### src/rtl/port_rst_pkg.sv
package port_rst_pkg;

    typedef enum logic [1:0] {
        ST_OK       = 2'd0,
        ST_BAD_IN   = 2'd1,
        ST_BAD_LEN  = 2'd2,
        ST_INTERNAL = 2'd3
    } status_e;

    localparam logic [7:0] OP_ASSERT   = 8'd0;
    localparam logic [7:0] OP_DEASSERT = 8'd1;
    localparam logic [7:0] OP_COLD     = 8'd2;

    localparam logic [1:0] ROLE_UP   = 2'b01;
    localparam logic [1:0] ROLE_DOWN = 2'b10;

    localparam logic [1:0] MIN_LEN = 2'd2;

    function automatic logic role_usable(input logic [1:0] role);
        return (role == ROLE_UP) || (role == ROLE_DOWN);
    endfunction

endpackage

### src/rtl/ms_tick_gen.sv
module ms_tick_gen #(
    parameter int TICK_DIV = 100000
) (
    input  logic clk,
    input  logic rst,
    output logic tick
);
    generate
        if (TICK_DIV <= 1) begin : g_every
            assign tick = 1'b1;
        end else begin : g_count
            localparam int CW = $clog2(TICK_DIV);
            localparam logic [CW-1:0] LAST = CW'(TICK_DIV - 1);
            logic [CW-1:0] cnt;
            always_ff @(posedge clk) begin
                if (rst)              cnt <= '0;
                else if (cnt == LAST) cnt <= '0;
                else                  cnt <= cnt + 1'b1;
            end
            assign tick = (cnt == LAST);
        end
    endgenerate
endmodule

### src/rtl/port_slot.sv
module port_slot #(
    parameter int HOLD_MS = 100
) (
    input  logic clk,
    input  logic rst,
    input  logic active,
    input  logic tick,
    input  logic do_assert,
    input  logic do_deassert,
    input  logic do_cold,
    output logic ready,
    output logic complete,
    output logic perst,
    output logic cold_pulse
);
    localparam int HW = $clog2(HOLD_MS + 1);
    localparam logic [HW-1:0] FULL = HW'(HOLD_MS);

    logic [HW-1:0] hold_cnt;
    logic          asrt_q;
    logic          done_q;
    logic          cold_q;

    always_ff @(posedge clk) begin
        if (rst) begin
            asrt_q   <= 1'b0;
            done_q   <= 1'b0;
            cold_q   <= 1'b0;
            hold_cnt <= active ? FULL : '0;
        end else begin
            cold_q <= do_cold;
            if (do_assert) begin
                asrt_q <= 1'b1;
            end else if (do_deassert) begin
                asrt_q   <= 1'b0;
                done_q   <= 1'b0;
                hold_cnt <= FULL;
            end else if (asrt_q && !done_q && tick) begin
                hold_cnt <= hold_cnt - 1'b1;
                if (hold_cnt <= HW'(1)) done_q <= 1'b1;
            end
        end
    end

    // idle, not holding, counter fully loaded
    assign ready      = !asrt_q && (hold_cnt == FULL);
    assign complete   = done_q;
    assign perst      = asrt_q;
    assign cold_pulse = cold_q;
endmodule

### src/rtl/port_rst_ctl.sv
module port_rst_ctl
    import port_rst_pkg::*;
#(
    parameter int NUM_PORTS = 8,
    parameter int TICK_DIV  = 100000,
    parameter int HOLD_MS   = 100
) (
    input  logic                   clk,
    input  logic                   rst,
    input  logic [NUM_PORTS-1:0]   active_mask,
    input  logic [NUM_PORTS*8-1:0] cfg_id,
    input  logic [NUM_PORTS*2-1:0] cfg_role,
    input  logic                   req_valid,
    input  logic [1:0]             req_len,
    input  logic [7:0]             req_port,
    input  logic [7:0]             req_op,
    output logic                   rsp_done,
    output logic [1:0]             rsp_status,
    output logic [NUM_PORTS-1:0]   perst,
    output logic [NUM_PORTS-1:0]   link_rst_flag,
    output logic [NUM_PORTS-1:0]   cold_rst
);
    logic tick;
    logic [NUM_PORTS-1:0] slot_ready, slot_done;
    logic [NUM_PORTS-1:0] go_assert, go_deassert, go_cold;

    ms_tick_gen #(.TICK_DIV(TICK_DIV)) u_tick (
        .clk (clk),
        .rst (rst),
        .tick(tick)
    );

    logic       in_range;
    logic [7:0] sel_id;
    logic [1:0] sel_role;
    logic       sel_ready, sel_done;
    status_e    verdict;

    always_comb begin
        in_range  = (32'(req_port) < NUM_PORTS);
        sel_id    = '0;
        sel_role  = '0;
        sel_ready = 1'b0;
        sel_done  = 1'b0;
        for (int p = 0; p < NUM_PORTS; p++) begin
            if (32'(req_port) == p) begin
                sel_id    = cfg_id[p*8 +: 8];
                sel_role  = cfg_role[p*2 +: 2];
                sel_ready = slot_ready[p];
                sel_done  = slot_done[p];
            end
        end

        if (req_len < MIN_LEN) begin
            verdict = ST_BAD_LEN;
        end else if (!in_range || sel_id != req_port || !role_usable(sel_role)) begin
            verdict = ST_INTERNAL;
        end else begin
            unique case (req_op)
                OP_ASSERT:   verdict = sel_ready ? ST_OK : ST_INTERNAL;
                OP_DEASSERT: verdict = sel_done  ? ST_OK : ST_INTERNAL;
                OP_COLD:     verdict = sel_ready ? ST_OK : ST_INTERNAL;
                default:     verdict = ST_BAD_IN;
            endcase
        end
    end

    generate
        for (genvar p = 0; p < NUM_PORTS; p++) begin : g_slot
            logic hit;
            assign hit = req_valid && (verdict == ST_OK) && (32'(req_port) == p);
            assign go_assert[p]   = hit && (req_op == OP_ASSERT);
            assign go_deassert[p] = hit && (req_op == OP_DEASSERT);
            assign go_cold[p]     = hit && (req_op == OP_COLD);

            port_slot #(.HOLD_MS(HOLD_MS)) u_slot (
                .clk        (clk),
                .rst        (rst),
                .active     (active_mask[p]),
                .tick       (tick),
                .do_assert  (go_assert[p]),
                .do_deassert(go_deassert[p]),
                .do_cold    (go_cold[p]),
                .ready      (slot_ready[p]),
                .complete   (slot_done[p]),
                .perst      (perst[p]),
                .cold_pulse (cold_rst[p])
            );
        end
    endgenerate

    // the link flag follows the per-port reset state
    assign link_rst_flag = perst;

    always_ff @(posedge clk) begin
        if (rst) begin
            rsp_done   <= 1'b0;
            rsp_status <= ST_OK;
        end else begin
            rsp_done <= req_valid;
            if (req_valid) rsp_status <= verdict;
        end
    end
endmodule

### config.mk
export PLATFORM = sky130hd
export DESIGN_NAME = port_rst_ctl
export DESIGN_NICKNAME = d
export VERILOG_FILES = /design/src/rtl/port_rst_pkg.sv /design/src/rtl/ms_tick_gen.sv /design/src/rtl/port_slot.sv /design/src/rtl/port_rst_ctl.sv
export SDC_FILE = /design/constraint.sdc
export NUM_CORES = 1
export LEC_CHECK = 0
export ABC_AREA = 1
export BUFFER_PORTS_ARGS = -buffer_cell sky130_fd_sc_hd__buf_2
export CAP_MARGIN = 20
export CELL_PAD_IN_SITES_DETAIL_PLACEMENT = 1
export CELL_PAD_IN_SITES_GLOBAL_PLACEMENT = 1
export CORE_ASPECT_RATIO = 1.4
export CORE_MARGIN = 2
export CORE_UTILIZATION = 44
export DETAILED_ROUTE_END_ITERATION = 10
export GPL_TIMING_DRIVEN = 0
export PLACE_DENSITY = 0.86
export SYNTH_ARGS = -nofsm -noshare
export SYNTH_HDL_FRONTEND = slang
export SYNTH_SLANG_ARGS = --single-unit
### constraint.sdc
create_clock -name clk -period 4.36 [get_ports clk]
set_input_delay 0.436 -clock clk [delete_from_list [all_inputs] [get_ports clk]]
set_output_delay 0.436 -clock clk [all_outputs]
set_load 0.05 [all_outputs]
==> flow_metrics.py <==
metrics = {
    "run": {
        "cap_violations": 0,
    },
    "synthesis": {
        "syn_nets": 975,
        "yosysSeqAreaShare_pct": 38.8,
        "synth_top_cell_by_area": "edfxtp_1",
        "synthSimpleGateAreaFrac_pct": 32.8,
        "ys_ff_latch": 100,
        "synth_adder_area_share_pct": 4.74,
        "synthFlopType": "edfxtp_1",
        "syn_inst": 841,
        "synth_xor_area_share_pct": 4.51,
        "synth_top_family_by_area": "simple AND/OR/NAND/NOR gates",
        "yosysUniqueCellTypes": 44,
        "synthMuxAreaShare_pct": 0,
        "avgSynthCellArea_um2": 7.84,
        "synth-compound-area-share_pct": 7.89,
        "synth_area_leaders": "edfxtp_1 (25%), dfxtp_1 (13%), nand2_1 (7.9%), inv_1 (6.3%), nor2_1 (5.7%)",
        "synth_top_area_share_pct": 25.5,
        "synth-edff-count": 56,
        "ys_warn_count": 0,
        "syn_area_mm2": 0.00660,
        "synth-async-reset-ratio_pct": 0,
    },
    "layout": {
        "finalInstanceArea_mm2": 0.00780,
        "drive_gt1_share_pct": 25.0,
        "register_area_mm2": 0.00256,
        "multi_input_area_mm2": 0.00329,
        "fillers": 1961,
        "antenna_cells": 0,
        "area_growth_syn_to_layout_pct": 18.2,
        "fin_nets": 1120,
    },
    "setup_path": {
        "worstPathRequired_ns": 4.37,
        "reg2reg_to": "g_slot[2].u_slot.hold_cnt[2]",
        "reg2reg_depth": 15,
        "cp_max_fo": 10,
        "crit_path_start": "req_port[2]",
        "crit_arrival_ns": 3.25,
        "critPathKind": "input pin to register",
        "r2r_slack_ns": 1.23,
        "critPathLaunchType": "input pin",
        "critPathCaptureType": "register",
        "critPathCapture": "g_slot[2].u_slot.hold_cnt[2]",
        "reg2reg_from": "g_slot[2].u_slot.hold_cnt[0]",
    },
    "clock_tree": {
        "postCtsSetupRepairBufs": 0,
        "clk_latency_ns": 0.35,
        "postCtsHoldBufs": 0,
        "cts_root_buf": "clkbuf_16",
        "cts_inserted_buffers": 9,
        "cts_tree": "built",
        "htreeDepth": 3,
        "clockBufferDepth": 2,
        "clk_pin_slew_ns": 0.07,
        "cts_resized": 0,
        "cts_sinks": 100,
    },
    "grt": {
        "grt_pass1_vias": 6573,
        "grt_max_degree": 17,
        "antenna_found_initial": 0,
        "track_usage_pct": 25.5,
        "grt_pass1_wl_um": 32100,
        "grt-ovfl-total": 0,
    },
    "power_and_ir_drop": {
        "power.share.switching_pct": 26.7,
        "combPwrFrac_pct": 13.0,
        "switchingPower_mw": 0.585,
        "ir_drop_mv": 0.301,
        "p_clk_share_pct": 37.1,
        "seqPwrFrac_pct": 49.9,
        "internal-power_mw": 1.61,
        "p_leak_nw": 3.58,
        "p_per_area_mw_per_mm2": 281,
    },
    "timing": {
        "drv_slew": 0,
        "fin_crit_ns": 3.24,
        "setup_violations": 0,
        "rsz0062_at_grt": "false",
        "relSlewSlack_pct": 44.9,
        "fin_hold_ws_ns": 0.348,
        "timing.setup.tns_ns": 0,
        "fmax_mhz": 309,
        "worst_slew_pin_slew_ns": 0.827,
        "final_hold_viol_count": 0,
        "fin_crit_sh_pct": 74.3,
        "fin_skew_ns": 0.00993,
    },
    "routing": {
        "ant_nets": 0,
        "wirelength_um": 20300,
        "post-route-drc-count": 0,
        "vias": 6251,
        "drt_pass1_iterations": 4,
        "vias_per_cell": 5.28,
        "drt_iter0_drc": 255,
        "avgRoutedWirePerCell_um": 17.2,
    },
    "die": {
        "row_count": 53,
        "floorplan.core_area_mm2": 0.0149,
        "io_pins": 136,
        "die_area_mm2": 0.0160,
        "die_w_um": 107,
        "dieHeight_um": 149,
        "start_util_pct": 44.4,
    },
    "place": {
        "post_dp_cell_area_mm2": 0.00751,
        "post-dp-hpwl_um": 15600,
        "io_buffer_count": 133,
        "gp_congestion": 0.872,
    },
    "run_status": {
        "status": "finished, final reports clean",
    },
    "min_path": {
        "hp-class": "input pin to register",
        "whs_path_depth": 3,
    },
}
[layer usage]
| layer | GRT usage (%) | wire length (um) | up-vias |
|---|---|---|---|
| met3 | 3.89 | 953 | 54 |
| met1 | 27.9 | 7650 | 2988 |
| li1 | - | - | 3038 |
| met5 | 0 | 0 | - |
| met4 | 11.2 | 822 | 0 |
| met2 | 48.0 | 10900 | 171 |
[state kept, by name, summed over array words and instances (netlist names)]
name	count
g_slot.u_slot.cold_pulse	8
g_slot.u_slot.complete	8
g_slot.u_slot.hold_cnt	56
g_slot.u_slot.perst	8
rsp_done	1
rsp_status	2
u_tick.g_count.cnt	17
[Yosys cell counts (2+ instances only)]
cell type	instances
nand3_1	66
o31ai_1	3
o2111a_1	3
a211oi_1	3
inv_1	111
o211ai_1	3
inv_2	7
or2_1	4
nor2_1	101
dfxtp_1	44
nor4_1	11
nand3_4	2
nand3_2	9
xor2_1	34
nand2_2	17
nand3b_1	3
nor2_2	6
nor2_8	2
edfxtp_1	56
nand2_1	138
ha_1	25
buf_6	4
buf_1	2
nand4_1	20
or2_2	12
nor3_1	25
buf_4	25
clkbuf_1	3
inv_4	2
nand2_4	3
o21ai_0	26
nor2_4	5
a21oi_1	39
o21ai_1	14
nor3b_1	4
[kinds of logic (layout without fill, tap and decap cells)]
kind of cell | after synthesis | count (layout)
and+or+nand+nor | 432 | 432
buffers and inverters | 156 | 306
DFF | 100 | 100
AOI/OAI and AO/OA | 94 | 94
xor gates and xnor gates | 34 | 34
adders and majority gates | 25 | 25
[worst min-delay path by stage]
stage                                 startpoint                     end  slack [ns]
after floorplan           u_tick.g_count.cnt[16]  u_tick.g_count.cnt[16]        0.43
after global placement     u_tick.g_count.cnt[0]   u_tick.g_count.cnt[0]        0.44
after detailed placement   u_tick.g_count.cnt[0]   u_tick.g_count.cnt[0]        0.45
after CTS                              req_valid           rsp_status[1]        0.34
after global routing                   req_valid           rsp_status[1]        0.37
final                                  req_valid           rsp_status[1]        0.35
[power by group through the flow]
stage,clock (mW),sequential (mW),combinational [mW]
floorplan,0,1.11,0.168
global placement,0,1.11,0.270
detailed placement,0,1.11,0.280
CTS,0.822,1.09,0.287
global route,0.857,1.10,0.321
finish,0.814,1.09,0.285
[metrics by stage]
step	cells	setup WS [ns]	util [%]	power (mW)
detailed placement	1167	0.863	50.5	1.39
CTS	1183	1.12	52.5	2.20
floorplan	841	1.67	-	1.28
global placement	1166	0.911	50.5	1.38
finish	1183	1.12	52.5	2.19
global route	1183	0.981	52.5	2.28
[final cells by class]
| class | count | share of cell area (%) |
|---|---|---|
| Tap cell | 192 | 3.08 |
| Timing Repair Buffer | 134 | 8.60 |
| Clock buffer | 10 | 2.94 |
| Multi-Input combinational cell | 585 | 42.2 |
| Buffer | 36 | 3.67 |
| Clock inverter | 6 | 0.802 |
| Inverter | 120 | 5.84 |
| Sequential cell | 100 | 32.9 |
[worst max-delay path, cell delays in order]
cell     delay, ns
buf_2         0.15
inv_1         0.06
nand2_1       0.17
nor2_4        0.09
nand2_4       0.13
inv_2         0.10
nand2_1       0.07
nand3_1       0.11
a21oi_1       0.34
nand4_1       0.13
a21oi_1       0.19
nand3_1       0.13
nor2_2        0.18
nand3_4       0.13
nor2_8        0.21
buf_12        0.17
nand3_4       0.09
nand3_1       0.35
[layout by cell type, fill, tap and decap left out, types with 3 or more instances in the layout]
| cell | instances |
|---|---|
| a211oi_1 | 3 |
| nand3b_1 | 3 |
| inv_2 | 7 |
| clkbuf_16 | 9 |
| nor3b_1 | 4 |
| nor4_1 | 11 |
| nor2_2 | 6 |
| nand3_2 | 9 |
| nand3_1 | 66 |
| buf_6 | 4 |
| inv_1 | 111 |
| nor3_1 | 25 |
| or2_2 | 12 |
| nand2_4 | 3 |
| a21oi_1 | 39 |
| clkbuf_1 | 4 |
| o31ai_1 | 3 |
| or2_1 | 4 |
| xor2_1 | 34 |
| nand2_2 | 17 |
| nor2_1 | 101 |
| o21ai_0 | 26 |
| ha_1 | 25 |
| dfxtp_1 | 44 |
| nand2_1 | 138 |
| o2111a_1 | 3 |
| buf_4 | 25 |
| edfxtp_1 | 56 |
| buf_2 | 134 |
| o21ai_1 | 14 |
| nand4_1 | 20 |
| o211ai_1 | 3 |
| nor2_4 | 5 |
Note: power is estimated with default switching activity, not from simulation.
